**src/rtl/li_seq_pkg.sv**
```systemverilog
package li_seq_pkg;
    typedef enum logic [2:0] {
        ST_IDLE     = 3'd0,
        ST_WAIT_PRM = 3'd1,
        ST_PWR_UP   = 3'd2,
        ST_LOADING  = 3'd3,
        ST_RUN      = 3'd4,
        ST_QUIESCE  = 3'd5,
        ST_OFF_BUS  = 3'd6,
        ST_HOST_RST = 3'd7
    } seq_state_t;
endpackage

```
**src/rtl/li_debounce.sv**
```systemverilog
module li_debounce #(
    parameter int DB_CYCLES = 16
) (
    input  logic clk,
    input  logic rst_n,
    input  logic raw,
    output logic clean
);
    localparam int CW = $clog2(DB_CYCLES + 1);

    logic        meta_q, sync_q;
    logic [CW-1:0] cnt_q;

    always_ff @(posedge clk or negedge rst_n) begin
        if (!rst_n) begin
            meta_q <= 1'b0;
            sync_q <= 1'b0;
            cnt_q  <= '0;
            clean  <= 1'b0;
        end else begin
            meta_q <= raw;
            sync_q <= meta_q;
            if (sync_q == clean) begin
                cnt_q <= '0;
            end else if (cnt_q == CW'(DB_CYCLES - 1)) begin
                cnt_q <= '0;
                clean <= sync_q;
            end else begin
                cnt_q <= cnt_q + 1'b1;
            end
        end
    end

    // the clean output only takes the synchronised level
    a_r13_follow_sync: assert property (@(posedge clk) disable iff (!rst_n)
        !$stable(clean) |-> clean == $past(sync_q));
endmodule

```
**src/rtl/li_seq_fsm.sv**
```systemverilog
module li_seq_fsm
    import li_seq_pkg::*;
#(
    parameter int N_GRANT = 4
) (
    input  logic               clk,
    input  logic               rst_n,
    input  logic               handle_ok,
    input  logic               pg_ok,
    input  logic               permit_n,
    input  logic [N_GRANT-1:0] bg_n,
    input  logic               iack_n,
    input  logic               host_enable,
    input  logic               host_poweroff,
    input  logic               host_reset,
    input  logic               toggle_off,
    input  logic               wdog_fault,
    output logic               pwr_en,
    output logic               logic_rst,
    output logic               xcvr_en,
    output logic               chain_pass_en,
    output logic               breq_int_en,
    output logic               own_drive,
    output logic               rm_irq,
    output logic               led_blue,
    output logic               led_red,
    output logic               led_green,
    output logic [2:0]         state_dbg
);
    seq_state_t state_q, state_d;
    logic rm_flag_q, hrst_pend_q;
    logic set_rm, set_hrst;
    logic bus_idle, removal, user_rm, powered;

    assign bus_idle = (&bg_n) & iack_n;
    assign user_rm  = !handle_ok | toggle_off;
    assign removal  = user_rm | host_poweroff;
    assign powered  = (state_q != ST_IDLE) && (state_q != ST_WAIT_PRM) &&
                      (state_q != ST_PWR_UP);

    always_comb begin
        state_d  = state_q;
        set_rm   = 1'b0;
        set_hrst = 1'b0;
        unique case (state_q)
            ST_IDLE:     if (handle_ok) state_d = ST_WAIT_PRM;
            ST_WAIT_PRM: begin
                if (!handle_ok)     state_d = ST_IDLE;
                else if (!permit_n) state_d = ST_PWR_UP;
            end
            ST_PWR_UP: begin
                if (removal) begin
                    state_d = ST_OFF_BUS;
                    set_rm  = user_rm;
                end else if (pg_ok) begin
                    state_d = ST_LOADING;
                end
            end
            ST_LOADING: begin
                if (removal) begin
                    state_d = ST_OFF_BUS;
                    set_rm  = user_rm;
                end else if (host_reset) begin
                    state_d = ST_HOST_RST;
                end else if (host_enable && bus_idle) begin
                    state_d = ST_RUN;
                end
            end
            ST_RUN: begin
                if (removal) begin
                    state_d = ST_QUIESCE;
                    set_rm  = user_rm;
                end else if (host_reset) begin
                    state_d  = ST_QUIESCE;
                    set_hrst = 1'b1;
                end
            end
            ST_QUIESCE: begin
                set_rm = user_rm;
                if (bus_idle)
                    state_d = (hrst_pend_q && !removal) ? ST_HOST_RST : ST_OFF_BUS;
            end
            ST_OFF_BUS: begin
                if (!handle_ok || permit_n)
                    state_d = handle_ok ? ST_WAIT_PRM : ST_IDLE;
            end
            ST_HOST_RST: begin
                if (removal) begin
                    state_d = ST_OFF_BUS;
                    set_rm  = user_rm;
                end
            end
        endcase
        if (powered && !pg_ok) state_d = ST_IDLE;
    end

    always_ff @(posedge clk or negedge rst_n) begin
        if (!rst_n) begin
            state_q     <= ST_IDLE;
            rm_flag_q   <= 1'b0;
            hrst_pend_q <= 1'b0;
        end else begin
            state_q     <= state_d;
            rm_flag_q   <= (state_d == ST_QUIESCE || state_d == ST_OFF_BUS) ?
                           (rm_flag_q | set_rm) : 1'b0;
            hrst_pend_q <= (state_d == ST_QUIESCE) ?
                           ((hrst_pend_q & !removal) | set_hrst) : 1'b0;
        end
    end

    always_comb begin
        pwr_en        = 1'b1;
        logic_rst     = 1'b0;
        xcvr_en       = 1'b0;
        chain_pass_en = 1'b0;
        breq_int_en   = 1'b0;
        own_drive     = 1'b0;
        led_blue      = 1'b0;
        led_red       = 1'b0;
        led_green     = 1'b0;
        unique case (state_q)
            ST_IDLE, ST_WAIT_PRM: begin
                pwr_en    = 1'b0;
                logic_rst = 1'b1;
                led_blue  = 1'b1;
                led_red   = 1'b1;
            end
            ST_PWR_UP: begin
                logic_rst = 1'b1;
                led_blue  = 1'b1;
                led_red   = 1'b1;
                led_green = 1'b1;
            end
            ST_LOADING: begin
                xcvr_en   = 1'b1;
                led_blue  = 1'b1;
                led_red   = 1'b1;
                led_green = 1'b1;
            end
            ST_RUN, ST_QUIESCE: begin
                xcvr_en       = 1'b1;
                chain_pass_en = 1'b1;
                breq_int_en   = 1'b1;
                own_drive     = 1'b1;
                led_green     = 1'b1;
                led_red       = (state_q == ST_RUN) && wdog_fault;
            end
            ST_OFF_BUS: begin
                logic_rst = 1'b1;
            end
            ST_HOST_RST: begin
                logic_rst = 1'b1;
                led_red   = 1'b1;
            end
        endcase
    end

    assign rm_irq    = rm_flag_q;
    assign state_dbg = state_q;

    // board pass-through never coexists with the backplane bypass
    a_r7_pass_excl: assert property (@(posedge clk) disable iff (!rst_n)
        chain_pass_en |-> own_drive);
    a_r7_breq_xcvr: assert property (@(posedge clk) disable iff (!rst_n)
        breq_int_en |-> xcvr_en);
    // ownership claimed only after idle chains
    a_r6_own_rise: assert property (@(posedge clk) disable iff (!rst_n)
        $rose(own_drive) |-> $past(bus_idle));
    a_r6_own_fall: assert property (@(posedge clk) disable iff (!rst_n)
        $fell(own_drive) |-> ($past(bus_idle) || !$past(pg_ok)));
    // power only rises after the permit line went low
    a_r2_permit: assert property (@(posedge clk) disable iff (!rst_n)
        $rose(pwr_en) |-> !$past(permit_n));
    // power-good loss in a powered state drops power next cycle
    a_r10_pg_loss: assert property (@(posedge clk) disable iff (!rst_n)
        (powered && !pg_ok) |=> (!pwr_en && !own_drive));
    // host reset state is latched
    a_r11_latched: assert property (@(posedge clk) disable iff (!rst_n)
        (state_q == ST_HOST_RST && pg_ok && !removal) |=> state_q == ST_HOST_RST);
endmodule

```
**src/rtl/li_board_seq.sv**
```systemverilog
module li_board_seq #(
    parameter int N_GRANT   = 4,
    parameter int DB_CYCLES = 16
) (
    input  logic               clk,
    input  logic               rst_n,
    input  logic               handle_raw,
    input  logic               pwr_good_raw,
    input  logic               permit_n,
    input  logic [N_GRANT-1:0] bg_n,
    input  logic               iack_n,
    input  logic               host_enable,
    input  logic               host_poweroff,
    input  logic               host_reset,
    input  logic               toggle_off,
    input  logic               wdog_fault,
    output logic               pwr_en,
    output logic               logic_rst,
    output logic               xcvr_en,
    output logic               chain_pass_en,
    output logic               breq_int_en,
    output logic               own_drive,
    output logic               rm_irq,
    output logic               led_blue,
    output logic               led_red,
    output logic               led_green,
    output logic [2:0]         state_dbg
);
    localparam int N_DB = 2;

    logic [N_DB-1:0] raw_vec, clean_vec;
    assign raw_vec = {pwr_good_raw, handle_raw};

    for (genvar i = 0; i < N_DB; i++) begin : g_db
        li_debounce #(.DB_CYCLES(DB_CYCLES)) u_db (
            .clk  (clk),
            .rst_n(rst_n),
            .raw  (raw_vec[i]),
            .clean(clean_vec[i])
        );
    end

    li_seq_fsm #(.N_GRANT(N_GRANT)) u_fsm (
        .clk          (clk),
        .rst_n        (rst_n),
        .handle_ok    (clean_vec[0]),
        .pg_ok        (clean_vec[1]),
        .permit_n     (permit_n),
        .bg_n         (bg_n),
        .iack_n       (iack_n),
        .host_enable  (host_enable),
        .host_poweroff(host_poweroff),
        .host_reset   (host_reset),
        .toggle_off   (toggle_off),
        .wdog_fault   (wdog_fault),
        .pwr_en       (pwr_en),
        .logic_rst    (logic_rst),
        .xcvr_en      (xcvr_en),
        .chain_pass_en(chain_pass_en),
        .breq_int_en  (breq_int_en),
        .own_drive    (own_drive),
        .rm_irq       (rm_irq),
        .led_blue     (led_blue),
        .led_red      (led_red),
        .led_green    (led_green),
        .state_dbg    (state_dbg)
    );
endmodule

```
**config.mk**
```make
export PLATFORM = sky130hd
export DESIGN_NAME = li_board_seq
export DESIGN_NICKNAME = d
export VERILOG_FILES = /design/src/rtl/li_seq_pkg.sv /design/src/rtl/li_debounce.sv /design/src/rtl/li_seq_fsm.sv /design/src/rtl/li_board_seq.sv
export SDC_FILE = /design/constraint.sdc
export NUM_CORES = 1
export LEC_CHECK = 0
export CAP_MARGIN = 20
export CORE_ASPECT_RATIO = 1.25
export CORE_MARGIN = 2
export CORE_UTILIZATION = 50
export CTS_BUF_LIST = sky130_fd_sc_hd__clkbuf_8
export CTS_CLUSTER_SIZE = 10
export DETAILED_ROUTE_END_ITERATION = 16
export GPL_TIMING_DRIVEN = 0
export PLACE_DENSITY_LB_ADDON = 0.08
export SYNTH_ARGS = -nofsm -noshare
export SYNTH_HDL_FRONTEND = slang
export SYNTH_SLANG_ARGS = --single-unit
```
**constraint.sdc**
```tcl
create_clock -name clk -period 2.65 [get_ports clk]
set_input_delay 0.6625 -clock clk [delete_from_list [all_inputs] [get_ports clk]]
set_output_delay 0.6625 -clock clk [all_outputs]
set_load 0.1 [all_outputs]
```
# Word level (Yosys, flattened, before mapping)
# Cells that the tools add are included.
[op_classes]
add_sub_neg = 2
n_eq_ne = 15
n_mux = 35
bitwise = 8
n_reduce_logical = 24
[op_table]
columns = ["operator", "n"]
rows = [
  ["2-to-1 mux 3 bit", 14],
  ["one-hot mux 3 bit (8 select lines)", 1],
  ["2-to-1 mux 5 bit", 4],
  ["== test 3 bit, second input constant", 6],
  ["2-to-1 mux 1 bit", 14],
  ["OR reduction 4 bit", 3],
  ["adder 5 x 1 -> 5 bit, second input constant", 2],
  ["== test 5 x 4 -> 1 bit, second input constant", 2],
  ["OR reduction 5 bit", 2],
  ["== test 3 x 2 -> 1 bit, second input constant", 2],
  ["logical AND 1 bit", 6],
  ["OR 1 bit", 4],
  ["one-hot mux 1 bit (2 select lines)", 2],
  ["AND reduction 2 bit", 2],
  ["AND reduction 4 bit", 1],
  ["OR reduction 2 bit", 2],
  ["== test 3 x 1 -> 1 bit, second input constant", 1],
  ["zero test 1 bit", 3],
  ["zero test 3 bit", 1],
  ["inequality test 3 x 1 -> 1 bit, second input constant", 1],
  ["inequality test 3 x 2 -> 1 bit, second input constant", 1],
  ["nonzero test 3 bit", 1],
  ["OR reduction 3 bit", 1],
  ["AND 1 bit", 2],
  ["3 further kinds", 6],
]
[totals]
register_bits = 21
in_bits = 15
output_inout_bits = 13
elab_cells = 95

# Logic depth before layout (Yosys ltp)
# Gate-level depths: netlist (run 1).
[depth]
ltp_word = 12
depth_mapped = 9
mapped_depth_nobuf = 8

# By module
# A second synthesis (run 1) with hierarchy kept.
[unflattened]
cells_unflattened = 125
hier_area_um2 = 1246.2
[modules_own_cells]
columns = ["mod", "n_inst", "cells_each", "area_each_um2", "seq_area_each_um2"]
rows = [
  ["li_debounce", 2, 23, 311.5, 200.2],
  ["li_seq_fsm", 1, 79, 623.1, 125.1],
]

# Worst setup path before layout (run 1)
# Ideal clock, no wire load.
[synth_timing]
kind = "reg-to-output"
start = "reg u_fsm.state_q[1], in the netlist u_fsm.state_dbg[1]"
end = "out led_red"
t_arrival_ps = 4390
t_required_ps = 1987
path_slack_ps = -2403
stages_incl_launch_ff = 6
path_buffers = 1
path_cell_list = "dfrtp_1 buf_2 inv_1 ha_1 nand3_1 o21ai_0"
[synth_via]
elab_chain_cells = 3
elab_cells_between_ends = 11
classes_between = "eq/ne (6); mux (1); reduce/logical (4)"
[synth_rtl]
columns = ["item", "line_no", "rtl"]
rows = [
  ["from (decl)", "li_seq_fsm.sv:30", "seq_state_t state_q, state_d;"],
  ["from (signal assigned)", "li_seq_fsm.sv:103", "state_q <= state_d;"],
  ["== test 3 x 1 -> 1 bit, or another cell as far along", "li_seq_fsm.sv:121", "unique case (state_q)"],
  ["OR reduction 5 bit (no line), or another cell as far along", "-", ""],
  ["one-hot mux 1 bit (2 select lines) *", "li_seq_fsm.sv:121", ""],
  ["to (decl)", "li_board_seq.sv:25", "output logic led_red,"],
]
# Mark *: on every way between the ends. The rest lies on a longest branch, timed or not.

# Final worst setup path (run 1)
[layout_timing]
start = "reg u_fsm.state_q[1], in the netlist u_fsm.state_dbg[1]"
end = "out breq_int_en"
[layout_via]
elab_chain_cells = 3
elab_cells_between_ends = 4
classes_between = "eq/ne (2); mux (1); reduce/logical (1)"
[layout_rtl]
columns = ["item", "line_no", "rtl"]
rows = [
  ["== test 3 bit", "li_seq_fsm.sv:121", ""],
  ["OR reduction 2 bit *", "li_seq_fsm.sv:121", ""],
  ["2-to-1 mux 1 bit *", "li_seq_fsm.sv:121", ""],
  ["to (decl)", "li_board_seq.sv:21", "output logic breq_int_en,"],
]
# Marked as above.

==> flow_metrics.tcl, run 1 <==
set metrics [dict create \
    whs_path_depth 0 \
    required_ps 1990 \
    routedWlPerCell_um 13.4 \
    die_area_sq_um 2930 \
    arrival_ps 1910 \
    grt_start_max_net_pins 22 \
    rr_endpoint "u_fsm.rm_irq$_DFF_PN0_" \
    cts_max_level 1 \
    rr_startpoint "u_fsm.state_dbg[2]$_DFF_PN0_" \
    p_int_mw 0.465 \
    dp_hpwl_mm 2.08 \
    hold_path_end "g_db[0].u_db.sync_q$_DFF_PN0_" \
    grt_pass1_vias 1007 \
    reg2regPathDepth 9 \
    crit_fanout 10 \
    nNetsFinal 181 \
    first_pass_iters 4 \
    ctsHoldBuffers 0 \
    max_freq_mhz 388 \
    clkPwrFrac 0.339 \
    cts_sinks 21 \
    cts_root_buf "clkbuf_8" \
    insertion_delay_ps 260 \
    setup_viol 0 \
    comb_power_share 0.094 \
    vdd_drop_max_uv 411 \
    slew_violations 0 \
    cap_viol_max_count 0 \
    final.setup.tns_ps 0 \
    coreArea_sq_um 2400 \
    hp-class "reg -> reg" \
    postRouteAntennaNets 0 \
    synth_cells 128 \
    numCtsBuffers 3 \
    synthTopCellsByArea "dfrtp_1 (42%), ha_1 (6.0%), nor2_1 (4.2%), xor2_1 (4.2%), a21oi_1 (3.2%)" \
    gr-total-overflow 0 \
    clk_pin_slew_ps 70 \
    pwr-share-seq 0.567 \
    drt-initial-drc-count 13 \
    gp_congestion 0.952 \
    clockBufferDepth 2 \
    port_buffers 27 \
    tritoncts "done" \
    syn2layout_area_growth_pct 30.8 \
    finalHoldViolations 0 \
    cts_setup_buffers 0 \
    rows 20 \
    status "completed" \
    grt_pass1_wl_mm 4.47 \
    leakagePower_nw 0.750 \
    fillers 206 \
    p_sw_mw 0.133 \
    slew_headroom 0.355 \
    synth_top_area_frac 0.418 \
    period_share 0.972 \
    p_per_area_nw_per_um2 363 \
    drive_gt1_frac 0.233 \
    setup.worst_path.class "reg -> out" \
    dieHeight_um 60.1 \
    max_slew.worst_pin.slew_ps 964 \
    fin_skew_ps 0.687 \
    yosysTopAreaCell "dfrtp_1" \
    reg2reg_slack_ps 360 \
    drc 0 \
    dp.cells 188 \
    dr_total_vias 1048 \
    yosysSeqAreaShare 0.418 \
    fin_hold_ws_ps 355 \
    stdcell_count 192 \
    io-pin-count 28 \
    sw_frac_of_total 0.223 \
    grt.total_usage 0.200 \
    syn_area_per_cell_sq_um 9.82 \
    avgViaCountPerCell 5.46 \
    cp-end-kind "output port" \
    hp-start "g_db[0].u_db.meta_q$_DFF_PN0_" \
    ys_seq_elements 21 \
    critPathLaunchType "register" \
    synth_nets 149 \
    routed_wl_mm 2.58 \
    die_x_um 48.9 \
    final_core_utilization 0.685 \
    min_period_ps 2580 \
    antenna_found_initial 0 \
    yosysUniqueCellTypes 43 \
    rsz0062_at_grt "false" \
    netlist_area_sq_um 1260 \
    initial_utilization 0.523 \
    antenna_cells 0 \
    yosys_warnings 0 \
]
power groups by stage:
stage	registers (mW)	logic [mW]	clock network, mW
floorplan	0.346	0.0199	0
global placement	0.344	0.0556	0
detailed placement	0.346	0.0572	0
CTS	0.339	0.0572	0.208
global route	0.341	0.0628	0.223
finish	0.339	0.0561	0.203
cell usage after synthesis:
| cell type | n |
|---|---|
| dfrtp_1 | 21 |
| nor2_1 | 14 |
| a21oi_1 | 8 |
| inv_1 | 7 |
| nand3_1 | 7 |
| o21ai_0 | 7 |
| ha_1 | 6 |
| nor2b_1 | 6 |
| xor2_1 | 6 |
| nand2b_1 | 4 |
| and2_1 | 3 |
| and3_1 | 3 |
| a31oi_1 | 2 |
| buf_2 | 2 |
| buf_4 | 2 |
| mux2_2 | 2 |
| nand2_1 | 2 |
| a211oi_1 | 1 |
| a211oi_2 | 1 |
| a21o_1 | 1 |
| a21oi_2 | 1 |
| a32o_1 | 1 |
| a32oi_1 | 1 |
| buf_6 | 1 |
| clkbuf_1 | 1 |
| nand4_1 | 1 |
| nor3_1 | 1 |
| nor3_4 | 1 |
| nor3b_1 | 1 |
| nor4_1 | 1 |
| nor4_4 | 1 |
| o2111ai_1 | 1 |
| o21a_1 | 1 |
| o21ai_1 | 1 |
| o21ai_2 | 1 |
| o21bai_1 | 1 |
| o221ai_1 | 1 |
| o311ai_0 | 1 |
| o31ai_2 | 1 |
| o31ai_4 | 1 |
| or2_2 | 1 |
| or3b_4 | 1 |
| xnor2_1 | 1 |
per-layer routing:
| metal | track usage | share of wire | vias to the layer above |
|---|---|---|---|
| met5 | 0 | 0 | - |
| met1 | 0.234 | 0.44 | 500 |
| met2 | 0.356 | 0.50 | 24 |
| met4 | 0.106 | 0.029 | 0 |
| met3 | 0.0325 | 0.035 | 8 |
| li1 | - | - | 516 |
timing repair:
| item | 4_1_cts | 5_1_grt |
|---|---|---|
| endpoints found under the hold margin | 0 | 0 |
| endpoints found under the setup margin | 9 | 6 |
| resized for setup | 40 | 13 |
| pin swaps | 0 | 0 |
kinds of logic after synthesis:
logic type,synth area share
AO/OA/AOI/OAI,0.184
buffers and inverters,0.0527
AND/OR/NAND/NOR,0.219
adder cells (fa/ha/maj),0.0597
multiplexers,0.0179
XOR/XNOR,0.0488
flip-flops,0.418
stage by stage:
stage | total power [mW] | instance area, sq um | setup WS (ps)
2_1_floorplan | 0.366 | 1300 | -161
3_5_place_dp | 0.403 | 1610 | -544
3_3_place_gp | 0.400 | 1610 | -525
4_1_cts | 0.605 | 1640 | -95.7
6_report | 0.598 | 1650 | 73.5
5_1_grt | 0.626 | 1650 | 0.711
critical path: stages, from the launching register on:
cell and delay, ps:
dfrtp_4 530, clkbuf_4 210, inv_1 160, ha_4 190
clkdlybuf4s15_2 560
worst max path at each step:
stage                                       startpoint     endpoint  slack (ps)  depth (start not counted)
after floorplan           u_fsm.state_dbg[1]$_DFF_PN0_      led_red        -160                          5
after global placement                      wdog_fault      led_red        -530                          4
after detailed placement                    wdog_fault      led_red        -540                          4
after CTS                 u_fsm.state_dbg[1]$_DFF_PN0_      led_red        -100                          6
after global routing      u_fsm.state_dbg[1]$_DFF_PN0_  breq_int_en         0.7                          4
final                     u_fsm.state_dbg[1]$_DFF_PN0_  breq_int_en          70                          4
placed cells by master (no fill, tap or decap), types with 2 or more instances in the layout:
master           Yosys  routed
a21oi_1              8       8
a31oi_1              2       2
and2_1               3       3
and3_1               3       3
buf_2                2       4
buf_4                2       3
clkbuf_4             0       4
clkbuf_8             0       3
clkdlybuf4s50_1      0      18
dfrtp_1             21      18
dfrtp_2              0       2
ha_1                 6       4
inv_1                7       7
mux2_2               2       2
nand2_1              2       2
nand2b_1             4       4
nand3_1              7       7
nor2_1              14      14
nor2b_1              6       5
o21ai_0              7       5
o21ai_4              0       2
xor2_1               6       6
layout make-up:
cell class | instances | area, sq um | area share
multi-input cells | 94 | 706 | 0.429
flip-flops and latches | 21 | 532 | 0.323
repair buffers | 27 | 249 | 0.151
plain buffers | 6 | 45.0 | 0.0274
clock buffers | 3 | 41.3 | 0.0251
well taps | 33 | 41.3 | 0.0251
inverters | 7 | 26.3 | 0.0160
clock inverters | 1 | 5.00 | 0.00304
flip-flops by register name (all words and copies together), names as in the netlist:
signal             cells
u_fsm.hrst_pend_q      1
g_db.u_db.meta_q       2
g_db.u_db.clean        2
u_fsm.rm_irq           1
g_db.u_db.sync_q       2
u_fsm.state_dbg        3
g_db.u_db.cnt_q       10
Note: power is estimated with default switching activity, not from simulation.
==> inputs of run 2 (changes only) <==
--- a/config.mk
+++ b/config.mk
@@ -7,7 +7,6 @@
 export LEC_CHECK = 0
 export CAP_MARGIN = 20
 export CORE_ASPECT_RATIO = 1.25
-export CORE_MARGIN = 2
 export CORE_UTILIZATION = 50
 export CTS_BUF_LIST = sky130_fd_sc_hd__clkbuf_8
 export CTS_CLUSTER_SIZE = 10
==> flow_metrics.tcl, run 2 (synthesis results as in run 1) <==
set metrics [dict create \
    dp.cells 186 \
    ctsHoldBuffers 0 \
    coreArea_sq_um 2280 \
    slowest_delay_ps 480 \
    arrival_ps 1920 \
    cap_viol_max_count 0 \
    vdd_drop_max_uv 459 \
    dpl-instance-area_sq_um 1610 \
    wl_met3_um 110 \
    crit_slowest_cell "dfrtp_4" \
    crit_fanout 10 \
    dieHeight_um 58.1 \
    setup_viol 0 \
    stdcell_count 190 \
    leakagePower_nw 0.752 \
    critPathLaunchType "register" \
    insertion_delay_ps 250 \
    antenna_found_initial 0 \
    antenna_cells 0 \
    fin_ws_ps 64.3 \
    regArea_sq_um 532 \
    grt_pass1_wl_mm 4.25 \
    wl_met2_mm 1.34 \
    gr-total-overflow 0 \
    required_ps 1990 \
    drt-initial-drc-count 19 \
    cts_sinks 21 \
    comb_power_share 0.096 \
    syn2layout_area_growth_pct 29.8 \
    nNetsFinal 181 \
    numCtsBuffers 3 \
    fin_skew_ps 3.42 \
    dp_hpwl_mm 2.00 \
    cts_setup_buffers 0 \
    grt_start_max_net_pins 22 \
    slew_headroom 0.348 \
    postRouteAntennaNets 0 \
    p_sw_mw 0.127 \
    dr_total_vias 1029 \
    gp_congestion 0.926 \
    clockBufferDepth 2 \
    avgViaCountPerCell 5.42 \
    rows 19 \
    layout_common_cells "dfrtp_1 (18), clkdlybuf4s50_1 (18), nor2_1 (14), inv_1 (8), a21oi_1 (8)" \
    rsz0062_at_grt "false" \
    finalInstanceArea_sq_um 1630 \
    slew_violations 0 \
    io-pin-count 28 \
    crit_chain "buf_2 -> inv_1 -> ha_2 -> or2_2 -> clkbuf_4" \
    cts_root_buf "clkbuf_8" \
    p_per_area_nw_per_um2 362 \
    initial_utilization 0.551 \
    min_period_ps 2590 \
    max_freq_mhz 387 \
    die_area_sq_um 2720 \
    max_slew.worst_pin.slew_ps 975 \
    m1WireLength_mm 1.12 \
    cts_max_level 1 \
    period_share 0.976 \
    clk_pin_slew_ps 70 \
    fin_hold_ws_ps 345 \
    grt.total_usage 0.218 \
    tritoncts "done" \
    setup.worst_path.class "reg -> out" \
    routed_wl_mm 2.62 \
    port_buffers 27 \
    hp-class "reg -> reg" \
    final_core_utilization 0.715 \
    regMostFlops "g_db.u_db.cnt_q" \
    pwr-share-seq 0.573 \
    multi_input_area_sq_um 706 \
    cp-end-kind "output port" \
    fillers 180 \
    maxUsedRoutingLayer "met4" \
    drive_gt1_frac 0.226 \
    p_int_mw 0.463 \
    drc 0 \
    clkPwrFrac 0.330 \
    routedWlPerCell_um 13.8 \
    die_x_um 46.9 \
    status "completed" \
    dp_slack_ps -534 \
    first_pass_iters 4 \
    largest_register_ffs 10 \
    finalHoldViolations 0 \
    sw_frac_of_total 0.216 \
    grt_pass1_vias 1013 \
]
run 2: cell type report:
cell class / count / area share
clock inverter: 1 / 0.00230
tap: 31 / 0.0238
buffer: 6 / 0.0245
sequential: 21 / 0.326
multi-input combinational: 94 / 0.433
timing repair buffer: 27 / 0.150
inverter: 7 / 0.0161
clock buffer: 3 / 0.0253
run 2: timing repair:
item	in CTS	in global routing
endpoints found under the setup margin	9	6
endpoints found under the hold margin	0	0
pin swaps	0	0
gates resized for setup	39	12
run 2: metrics by stage:
step / total power [mW] / TNS (ps)
final: 0.591 / 0
after global routing: 0.619 / 0
after CTS: 0.598 / -212
after detailed placement: 0.402 / -3090
after global placement: 0.400 / -3110
after floorplan: 0.366 / -293
run 2: metal layers:
metal  up-vias  track usage
met2        28        0.373
met1       481        0.261
met4         0       0.0898
met3         7       0.0405
met5         -            0
li1        513            -
run 2: power by group through the flow:
| stage | sequential (mW) | clock [mW] | combinational, mW |
|---|---|---|---|
| 3_5_place_dp | 0.345 | 0 | 0.0568 |
| 4_1_cts | 0.339 | 0.202 | 0.0577 |
| 6_report | 0.339 | 0.195 | 0.0567 |
| 2_1_floorplan | 0.346 | 0 | 0.0199 |
| 3_3_place_gp | 0.344 | 0 | 0.0553 |
| 5_1_grt | 0.340 | 0.216 | 0.0634 |
run 2: final timing paths:
path	start	end	slack [ps]	cells after the start
worst max-delay path	u_fsm.state_dbg[1]$_DFF_PN0_	led_blue	60	5
worst min-delay path	g_db[0].u_db.meta_q$_DFF_PN0_	g_db[0].u_db.sync_q$_DFF_PN0_	350	0
worst max register to register	u_fsm.state_dbg[1]$_DFF_PN0_	u_fsm.rm_irq$_DFF_PN0_	150	9
worst min register to register	g_db[0].u_db.meta_q$_DFF_PN0_	g_db[0].u_db.sync_q$_DFF_PN0_	350	0
max in group asynchronous	rst_n	u_fsm.state_dbg[1]$_DFF_PN0_	1120	1
min in group asynchronous	rst_n	g_db[0].u_db.cnt_q[2]$_DFF_PN0_	900	1
run 2: worst max-delay path: cells and delay by family (launching register included):
family | cells | cell delay (ps)
simple gates | 1 | 270
fa+ha+maj | 1 | 240
flops | 1 | 480
buf+inv | 3 | 680
